**config.mk**
```make
export PLATFORM = sky130hd
export DESIGN_NAME = nand_wr_cycle_gen
export DESIGN_NICKNAME = d
export VERILOG_FILES = /design/src/rtl/nwc_pkg.sv /design/src/rtl/nwc_addr_cycles.sv /design/src/rtl/nwc_phase_timer.sv /design/src/rtl/nwc_byte_shifter.sv /design/src/rtl/nand_wr_cycle_gen.sv
export SDC_FILE = /design/constraint.sdc
export NUM_CORES = 1
export LEC_CHECK = 0
export ABC_AREA = 1
export ABC_CLOCK_PERIOD_IN_PS = 4150
export BUFFER_PORTS_ARGS = -buffer_cell sky130_fd_sc_hd__buf_2
export CORE_AREA = 3 3 101 103
export DETAILED_ROUTE_END_ITERATION = 12
export DIE_AREA = 0 0 104 106
export PLACE_DENSITY = 0.61
export RECOVER_POWER = 50
export SLEW_MARGIN = 5
export SYNTH_ARGS = -nofsm -noshare
export SYNTH_HDL_FRONTEND = slang
export SYNTH_SLANG_ARGS = --single-unit
export TNS_END_PERCENT = 20
```
**constraint.sdc**
```tcl
create_clock -name clk -period 4.15 [get_ports clk]
set_input_delay 0.83 -clock clk [delete_from_list [all_inputs] [get_ports clk]]
set_output_delay 0.83 -clock clk [all_outputs]
set_load 0.02 [all_outputs]
```
**src/rtl/nwc_pkg.sv**
```systemverilog
package nwc_pkg;

    typedef enum logic [1:0] {
        KIND_CMD  = 2'd0,
        KIND_ADDR = 2'd1,
        KIND_DATA = 2'd2,
        KIND_RSVD = 2'd3
    } req_kind_e;

    typedef enum logic [1:0] {
        ST_IDLE   = 2'd0,
        ST_SETUP  = 2'd1,
        ST_STROBE = 2'd2,
        ST_HOLD   = 2'd3
    } bus_state_e;

    localparam int SMALL_PAGE_ADDR_BEATS = 3;

endpackage

```
**src/rtl/nwc_addr_cycles.sv**
```systemverilog
module nwc_addr_cycles #(
    parameter int CNT_W      = 3,
    parameter int BASE_BEATS = 3
) (
    input  logic             big_page,
    input  logic             extra,
    output logic [CNT_W-1:0] beats_m1
);
    // Beat count minus one: small page gives BASE or BASE+1, large page one more.
    localparam logic [CNT_W-1:0] BASE_M1 = CNT_W'(BASE_BEATS - 1);

    always_comb begin
        beats_m1 = BASE_M1 + CNT_W'(big_page) + CNT_W'(extra);
    end
endmodule

```
**src/rtl/nwc_phase_timer.sv**
```systemverilog
module nwc_phase_timer #(
    parameter int W = 3
) (
    input  logic         clk,
    input  logic         rst_n,
    input  logic         load,
    input  logic [W-1:0] load_val,
    output logic         done
);
    logic [W-1:0] cnt_q;

    always_ff @(posedge clk or negedge rst_n) begin
        if (!rst_n) begin
            cnt_q <= '0;
        end else if (load) begin
            cnt_q <= load_val;
        end else if (cnt_q != '0) begin
            cnt_q <= cnt_q - W'(1);
        end
    end

    assign done = (cnt_q == '0);
endmodule

```
**src/rtl/nwc_byte_shifter.sv**
```systemverilog
module nwc_byte_shifter #(
    parameter int BYTE_W = 8,
    parameter int BYTES  = 5
) (
    input  logic                      clk,
    input  logic                      rst_n,
    input  logic                      load,
    input  logic [BYTES*BYTE_W-1:0]   load_val,
    input  logic                      shift,
    output logic [BYTE_W-1:0]         cur_byte
);
    localparam int TOTAL_W = BYTES * BYTE_W;

    logic [TOTAL_W-1:0] data_q;

    always_ff @(posedge clk or negedge rst_n) begin
        if (!rst_n) begin
            data_q <= '0;
        end else if (load) begin
            data_q <= load_val;
        end else if (shift) begin
            data_q <= {{BYTE_W{1'b0}}, data_q[TOTAL_W-1:BYTE_W]};
        end
    end

    assign cur_byte = data_q[BYTE_W-1:0];
endmodule

```
**src/rtl/nand_wr_cycle_gen.sv**
```systemverilog
module nand_wr_cycle_gen
    import nwc_pkg::*;
#(
    parameter int BYTE_W     = 8,
    parameter int PHASE_W    = 3,
    parameter int ADDR_BYTES = 5
) (
    input  logic                         clk,
    input  logic                         rst_n,
    input  logic                         req_valid,
    input  logic [1:0]                   req_kind,
    input  logic [BYTE_W-1:0]            req_data,
    input  logic [ADDR_BYTES*BYTE_W-1:0] req_addr,
    input  logic [PHASE_W-1:0]           cfg_setup,
    input  logic [PHASE_W-1:0]           cfg_strobe,
    input  logic [PHASE_W-1:0]           cfg_hold,
    input  logic                         cfg_big_page,
    input  logic                         cfg_addr_extra,
    output logic                         busy,
    output logic                         nand_cle,
    output logic                         nand_ale,
    output logic                         nand_we_n,
    output logic [BYTE_W-1:0]            nand_dq,
    output logic                         nand_dq_oe
);
    localparam int ADDR_W = ADDR_BYTES * BYTE_W;
    localparam int BEAT_W = (ADDR_BYTES > 2) ? $clog2(ADDR_BYTES) : 1;
    localparam logic [PHASE_W-1:0] SETUP_RST = PHASE_W'(1);

    bus_state_e          state_q, state_d;
    req_kind_e           kind_q;
    logic [PHASE_W-1:0]  setup_q, strobe_q, hold_q;
    logic [BEAT_W-1:0]   beats_q, beats_m1;
    logic                accept;
    logic                tmr_load, tmr_done;
    logic [PHASE_W-1:0]  tmr_val;
    logic                shift_en;
    logic [ADDR_W-1:0]   load_bytes;
    logic [BYTE_W-1:0]   cur_byte;

    assign accept = (state_q == ST_IDLE) && req_valid &&
                    (req_kind != KIND_RSVD);

    assign load_bytes = (req_kind == KIND_ADDR) ? req_addr : ADDR_W'(req_data);

    nwc_addr_cycles #(
        .CNT_W      (BEAT_W),
        .BASE_BEATS (SMALL_PAGE_ADDR_BEATS)
    ) u_addr_cycles (
        .big_page (cfg_big_page),
        .extra    (cfg_addr_extra),
        .beats_m1 (beats_m1)
    );

    nwc_phase_timer #(
        .W (PHASE_W)
    ) u_timer (
        .clk      (clk),
        .rst_n    (rst_n),
        .load     (tmr_load),
        .load_val (tmr_val),
        .done     (tmr_done)
    );

    nwc_byte_shifter #(
        .BYTE_W (BYTE_W),
        .BYTES  (ADDR_BYTES)
    ) u_bytes (
        .clk      (clk),
        .rst_n    (rst_n),
        .load     (accept),
        .load_val (load_bytes),
        .shift    (shift_en),
        .cur_byte (cur_byte)
    );

    // State register
    always_ff @(posedge clk or negedge rst_n) begin
        if (!rst_n) begin
            state_q <= ST_IDLE;
        end else begin
            state_q <= state_d;
        end
    end

    // Request snapshot: timing, kind and beat count frozen for the transfer
    always_ff @(posedge clk or negedge rst_n) begin
        if (!rst_n) begin
            kind_q   <= KIND_CMD;
            setup_q  <= SETUP_RST;
            strobe_q <= '0;
            hold_q   <= '0;
            beats_q  <= '0;
        end else if (accept) begin
            kind_q   <= req_kind_e'(req_kind);
            setup_q  <= cfg_setup;
            strobe_q <= cfg_strobe;
            hold_q   <= cfg_hold;
            beats_q  <= (req_kind == KIND_ADDR) ? beats_m1 : '0;
        end else if (shift_en) begin
            beats_q  <= beats_q - BEAT_W'(1);
        end
    end

    // Next state and phase timer control
    always_comb begin
        state_d  = state_q;
        tmr_load = 1'b0;
        tmr_val  = '0;
        shift_en = 1'b0;
        unique case (state_q)
            ST_IDLE: begin
                if (accept) begin
                    tmr_load = 1'b1;
                    if (cfg_setup != '0) begin
                        state_d = ST_SETUP;
                        tmr_val = cfg_setup - PHASE_W'(1);
                    end else begin
                        state_d = ST_STROBE;
                        tmr_val = cfg_strobe;
                    end
                end
            end
            ST_SETUP: begin
                if (tmr_done) begin
                    state_d  = ST_STROBE;
                    tmr_load = 1'b1;
                    tmr_val  = strobe_q;
                end
            end
            ST_STROBE: begin
                if (tmr_done) begin
                    state_d  = ST_HOLD;
                    tmr_load = 1'b1;
                    tmr_val  = hold_q;
                end
            end
            ST_HOLD: begin
                if (tmr_done) begin
                    if (beats_q == '0) begin
                        state_d = ST_IDLE;
                    end else begin
                        shift_en = 1'b1;
                        tmr_load = 1'b1;
                        if (setup_q != '0) begin
                            state_d = ST_SETUP;
                            tmr_val = setup_q - PHASE_W'(1);
                        end else begin
                            state_d = ST_STROBE;
                            tmr_val = strobe_q;
                        end
                    end
                end
            end
        endcase
    end

    // Outputs decoded from the registered state
    always_comb begin
        busy       = (state_q != ST_IDLE);
        nand_we_n  = (state_q != ST_STROBE);
        nand_dq_oe = (state_q == ST_STROBE) || (state_q == ST_HOLD);
        nand_cle   = busy && (kind_q == KIND_CMD);
        nand_ale   = busy && (kind_q == KIND_ADDR);
        nand_dq    = nand_dq_oe ? cur_byte : '0;
    end
endmodule

```
Word level (Yosys, flattened, before mapping)
Index checks and enable logic that the tools add are counted.
{"block": "word_totals", "inputBits": 64, "output_inout_bits": 13, "regBits": 59, "elab_cells": 73}
{"block": "op_classes", "n_mux": 31, "n_reduce_logical": 17, "n_addsub": 6, "eq_ne": 11}
{"cell": "40-bit two-way mux", "count": 3}
{"cell": "3-bit two-way mux", "count": 12}
{"cell": "2-bit two-way mux", "count": 7}
{"cell": "2-bit != test (second input constant)", "count": 6}
{"cell": "3-bit one-hot mux with 4 select lines", "count": 1}
{"cell": "3-bit by 1-bit subtractor with 3-bit output (second input constant)", "count": 4}
{"cell": "3-bit nonzero test", "count": 3}
{"cell": "8-bit two-way mux", "count": 1}
{"cell": "2-bit one-hot mux with 4 select lines", "count": 1}
{"cell": "2-bit by 1-bit equality test with 1-bit output (second input constant)", "count": 3}
{"cell": "3-bit logical NOT", "count": 2}
{"cell": "2-bit nonzero test", "count": 3}
{"cell": "1-bit two-way mux", "count": 5}
{"cell": "2-bit equality test (second input constant)", "count": 2}
{"cell": "1-bit logical AND", "count": 4}
{"cell": "2-bit logical NOT", "count": 2}
{"cell": "4-bit AND reduction", "count": 1}
{"cell": "2-bit by 1-bit adder with 3-bit output (first input constant)", "count": 1}
{"cell": "3-bit by 1-bit adder with 3-bit output", "count": 1}
{"cell": "1-bit one-hot mux with 3 select lines", "count": 1}
{"cell": "2-bit OR reduction", "count": 1}
{"cell": "1-bit logical OR", "count": 1}

Depth between registers and ports, before layout
{"block": "depth", "ltp_word": 6, "mapped_depth": 13, "depth_no_buf": 13}

Cells and area by module
From an unflattened synthesis, not the netlist that was laid out.
{"block": "hier_totals", "hier_cells": 534, "area_unflattened_um2": 3752.3}
{"mod": "nwc_byte_shifter", "cells_each": 242, "instances": 1, "area_per_inst_um2": 1945.6, "seq_area_each_um2": 1001.0}
{"mod": "nand_wr_cycle_gen", "cells_each": 257, "instances": 1, "area_per_inst_um2": 1570.3, "seq_area_each_um2": 401.6}
{"mod": "nwc_phase_timer", "cells_each": 32, "instances": 1, "area_per_inst_um2": 207.7, "seq_area_each_um2": 75.1}
{"mod": "nwc_addr_cycles", "cells_each": 3, "instances": 1, "area_per_inst_um2": 28.8, "seq_area_each_um2": 0.0}

Least setup slack after synthesis
OpenSTA, ideal clock, no wires.
{"block": "synth_timing", "path_type": "reg2out", "from": "reg state_q[0]", "to": "out nand_ale", "stages_incl_launch_ff": 4, "slack_ps": 2086, "required_time_ps": 3320, "arrival_ps": 1234, "path_buffers": 0, "cell_sequence": "dfrtp_1 inv_1 ha_1 nor3_1"}
{"block": "synth_between", "elab_chain_len": 2}
{"element": "from (decl)", "line_no": "nand_wr_cycle_gen.sv:30", "source": "bus_state_e state_q, state_d;"}
{"element": "from (signal assigned)", "line_no": "nand_wr_cycle_gen.sv:82", "source": "state_q <= state_d;"}
{"element": "2-bit nonzero test", "line_no": "nand_wr_cycle_gen.sv:160", "source": "busy = (state_q != ST_IDLE);"}
{"element": "1-bit logical AND", "line_no": "nand_wr_cycle_gen.sv:164", "source": "nand_ale = busy && (kind_q == KIND_ADDR);"}
{"element": "to (decl)", "line_no": "nand_wr_cycle_gen.sv:21", "source": "output logic nand_ale,"}
No other way between the ends.

Final worst setup path
{"block": "layout_timing", "from": "reg state_q[1]", "to": "reg u_bytes.data_q[14]"}
{"block": "layout_between", "elab_chain_len": 4, "word_cells_on_any_way": 7, "classes_between": "1 x eq/ne; 2 x mux; 4 x reduce/logical"}
{"element": "2-bit logical NOT", "line_no": "nand_wr_cycle_gen.sv:41", "source": "assign accept = (state_q == ST_IDLE) && req_valid &&"}
{"element": "1-bit logical AND (2 in series)", "line_no": "nand_wr_cycle_gen.sv:41"}
{"element": "40-bit two-way mux or 2-bit nonzero test (tied branches)"}
{"element": "to (signal assigned)", "line_no": "nwc_byte_shifter.sv:20", "source": "data_q <= load_val;"}
{"element": "to (signal assigned)", "line_no": "nwc_byte_shifter.sv:22", "source": "data_q <= {{BYTE_W{1'b0}}, data_q[TOTAL_W-1:BYTE_W]};"}
{"element": "to (decl)", "line_no": "nwc_byte_shifter.sv:14", "source": "logic [TOTAL_W-1:0] data_q;"}
Parallel ways exist; a longest one is shown, timed or not.
A chain may end at the register's enable or synchronous reset.

==> summary.txt <==
Routing
  • Initial DRC Count: 190
  • Vias per cell: approximately 4.5
  • Drt first pass iters: 4
  • DR vias: approximately 2900
  • Wirelength per Cell: about 13 um
  • Post-DRT Antenna Nets: 0
  • Final WL: roughly 7900 um
  • Remaining DRCs: 0

Logic synthesis
  • Yosys cell types: 29
  • Synth area leaders: dfrtp_1 (44%), nand2_1 (13%), o21ai_0 (9.1%)
  • Post-synth ARST share: 100%
  • Cell count after synthesis: 428
  • Avg Cell Area, Syn: ~7.7 sq um
  • Synth Register Bits: 59
  • Largest area contributor in the netlist: dfrtp_1
  • Post-synth EDFFs: 0
  • Syn_nets: between 500 and 600
  • Top_reg_cell synth: dfrtp_1
  • Synthesized cell area: approximately 3300 sq um
  • Count leader, synth: nand2_1
  • Sequential area share after synthesis: between 40 and 50%
  • Yosys warns: 0
  • Synth top area share: between 40% and 50%
  • Synth cell count leaders: nand2_1 (113), inv_1 (79), o21ai_0 (60)

Placed design
  • Port-buffer cells: 76
  • GP Congestion: approximately 0.86
  • Dpl hpwl: slightly below 6000 um
  • Dpl cell area: 3750 sq um

Finish
  • Final std cell area, no fill: about 3900 sq um
  • Area growth from synthesis to layout: 19.3%
  • Multi-input gate area: between 1000 and 1500 sq um
  • Antenna Cells: 0
  • Layout fillers: 996
  • Reg area: roughly 1500 sq um
  • Share of layout cells above drive strength 1: slightly above 20%
  • Finished Core Util: 42.2%
  • # nets final: just under 600

Status
  • Outcome: finished, violations left
  • Failing checks: capacitance limit, slew limit

Critical path
  • Reg2Reg Launch Point: state_q[1]
  • Startpoint types: flip-flop
  • Delay of the slowest critical-path stage: just under 0.9 ns
  • CP Class: flip-flop to flip-flop
  • Type of element capturing the critical path: flip-flop
  • Worst path required time: approximately 4.3 ns
  • CP max FO: 34
  • Critical path buffers and inverters: 2
  • Critical path, cell by cell: inv_1 > ha_1 > nand3_1 > o21ai_4 > buf_4 > o221ai_1
  • CP Data Arrival Time: between 3 and 4 ns
  • Critical path depth in cells: 6
  • RR Endpoint: u_bytes.data_q[14]
  • FF-to-FF path depth: 6
  • Family with the most delay on the worst path: simple AND/OR/NAND/NOR gates
  • Reg2Reg Setup Slack: approximately 0.95 ns
  • Crit-path slowest cell: nand3_1

STA
  • Crit share post-route: around 77%
  • Final Max Tran Viols: 46
  • Worst slew margin: -64.5%
  • RSZ-0062 raised after global routing: false
  • Peak Freq: 0.312 GHz
  • Final Hold Fails: 0
  • Tightest Pin Transition: 2.47 ns
  • Finish-stage setup viols: 0
  • Clock skew: 0.0125 ns
  • Setup_tns: 0 ns
  • Min cycle time layout: 3.20 ns

Clock tree
  • Postcts setup bufs: 0
  • Number of hold buffers added after CTS: 0
  • CTS Sinks: slightly below 60
  • Max Buffers Root-to-Sink: 2
  • CTS Buf Count: 9
  • CTS tree: built
  • Htree depth: 3
  • Post_cts resized: 0
  • Clock Latency Late Sink: 0.34 ns
  • Clk pin slew, worst setup/hold paths: ~0.06 ns
  • Root buffer cell: clkbuf_8

Pwr
  • PwrDens: between 600 and 700 nW/um^2
  • Total power: between 2 and 3 mW
  • Worst VDD drop: approximately 0.00021 V
  • LEAKAGE: 1.97 nW

Die
  • Row count: 35
  • Initial Utilization: 35.4%
  • I/O pin cnt: between 70 and 80
  • Die X: roughly 100 um
  • Die H: roughly 110 um
  • Die footprint: about 11000 sq um
  • Core area: between 9000 and 10000 sq um

Min path
  • Hold_sp: hold_q[0]
  • WHS Endpoint: hold_q[0]
  • Hold path depth: 2
  • Hold WC Path Type: flip-flop to flip-flop

Job
  • Max cap viols: 1

GRT
  • Total GRT Usage: approximately 15%
  • Aggregate global routing overflow: 0
  • Vias in the first global route: between 2000 and 3000
  • First-pass GRT wire length: about 13000 um
  • Initial antenna violation count: 0
  • Pin count of the biggest net entering global routing: between 40 and 50
## per-stage QoR
step	hold WS, ns	std cells	setup slack (ns)
global placement	0.467	618	1.35
detailed placement	0.467	618	1.28
CTS	0.484	633	1.39
floorplan	0.449	428	2.09
finish	0.483	633	0.949
global route	0.510	633	0.593
## report_power, final
group / total [mW] / leakage [nW] / internal, mW / switching, mW
logic: 1.15 / 1.12 / 0.407 / 0.743
clock network: 0.499 / 0.0881 / 0.272 / 0.227
registers: 0.942 / 0.762 / 0.843 / 0.0987
## layout by cell type (no fill, tap or decap)
| cell | synthesis | final |
|---|---|---|
| nand2_1 | 113 | 113 |
| inv_1 | 79 | 79 |
| buf_2 | 10 | 75 |
| o21ai_0 | 60 | 60 |
| dfrtp_1 | 58 | 58 |
| nor2_1 | 29 | 29 |
| o221ai_1 | 15 | 15 |
| ha_1 | 14 | 14 |
| clkbuf_8 | 0 | 9 |
| a21oi_1 | 8 | 8 |
| o21ai_1 | 8 | 8 |
| nand3_1 | 5 | 6 |
| nor3_1 | 3 | 3 |
| nand2_2 | 3 | 3 |
| clkbuf_1 | 2 | 3 |
| nor2_4 | 2 | 2 |
| a21oi_2 | 2 | 2 |
| xor2_1 | 2 | 2 |
| clkinv_2 | 0 | 2 |
| clkinvlp_4 | 0 | 2 |
| nor2_2 | 1 | 1 |
| o21ai_4 | 0 | 1 |
| inv_2 | 1 | 1 |
| o21bai_1 | 1 | 1 |
| a21oi_4 | 1 | 1 |
| and2_1 | 1 | 1 |
| o22ai_1 | 1 | 1 |
| a31oi_1 | 1 | 1 |
| bufinv_16 | 0 | 1 |
| buf_4 | 3 | 1 |
| dfstp_2 | 1 | 1 |
## worst max-delay path by stage
stage | from | endpoint | slack (ns)
floorplan | state_q[0] | nand_ale | 2.09
global placement | req_kind[0] | u_bytes.data_q[8] | 1.35
detailed placement | req_kind[0] | u_bytes.data_q[14] | 1.28
CTS | state_q[1] | u_bytes.data_q[14] | 1.39
global route | state_q[0] | u_bytes.data_q[14] | 0.59
finish | state_q[1] | u_bytes.data_q[14] | 0.95
## state kept, by name, indices dropped and copies added (netlist names)
name            cells
strobe_q            3
u_bytes.data_q     40
hold_q              3
u_timer.cnt_q       3
setup_q             3
beats_q             3
kind_q              2
state_q             2
## worst reg2reg max path: stages, from the launching register on
cell	delay, ns
dfrtp_1	0.41
inv_1	0.13
ha_1	0.36
nand3_1	0.89
o21ai_4	0.72
buf_4	0.41
o221ai_1	0.14
## layout make-up
class / count / share of cell area [%]
Multi-Input combinational cell: 272 / 35.9
Tap cell: 129 / 4.12
Clock inverter: 5 / 1.40
Clock buffer: 10 / 3.26
Inverter: 80 / 7.66
Sequential cell: 59 / 37.7
Timing Repair Buffer: 78 / 9.96
## logic make-up after synthesis
family / Yosys count / synth area share (%)
compound gates: 98 / 17.5
fa+ha+maj: 14 / 5.33
xor+xnor: 2 / 0.533
buf+inv: 97 / 12.3
flops: 59 / 45.0
simple gates: 158 / 19.4
## metal layers
layer | up-vias | wire length (um) | GRT usage [%]
met2 | 74 | 3300 | 21.4
met1 | 1290 | 4090 | 21.4
met5 | - | 0 | 0
met3 | 8 | 459 | 4.43
met4 | 0 | 96 | 5.41
li1 | 1489 | - | -
Note: power is estimated with default switching activity, not from simulation.
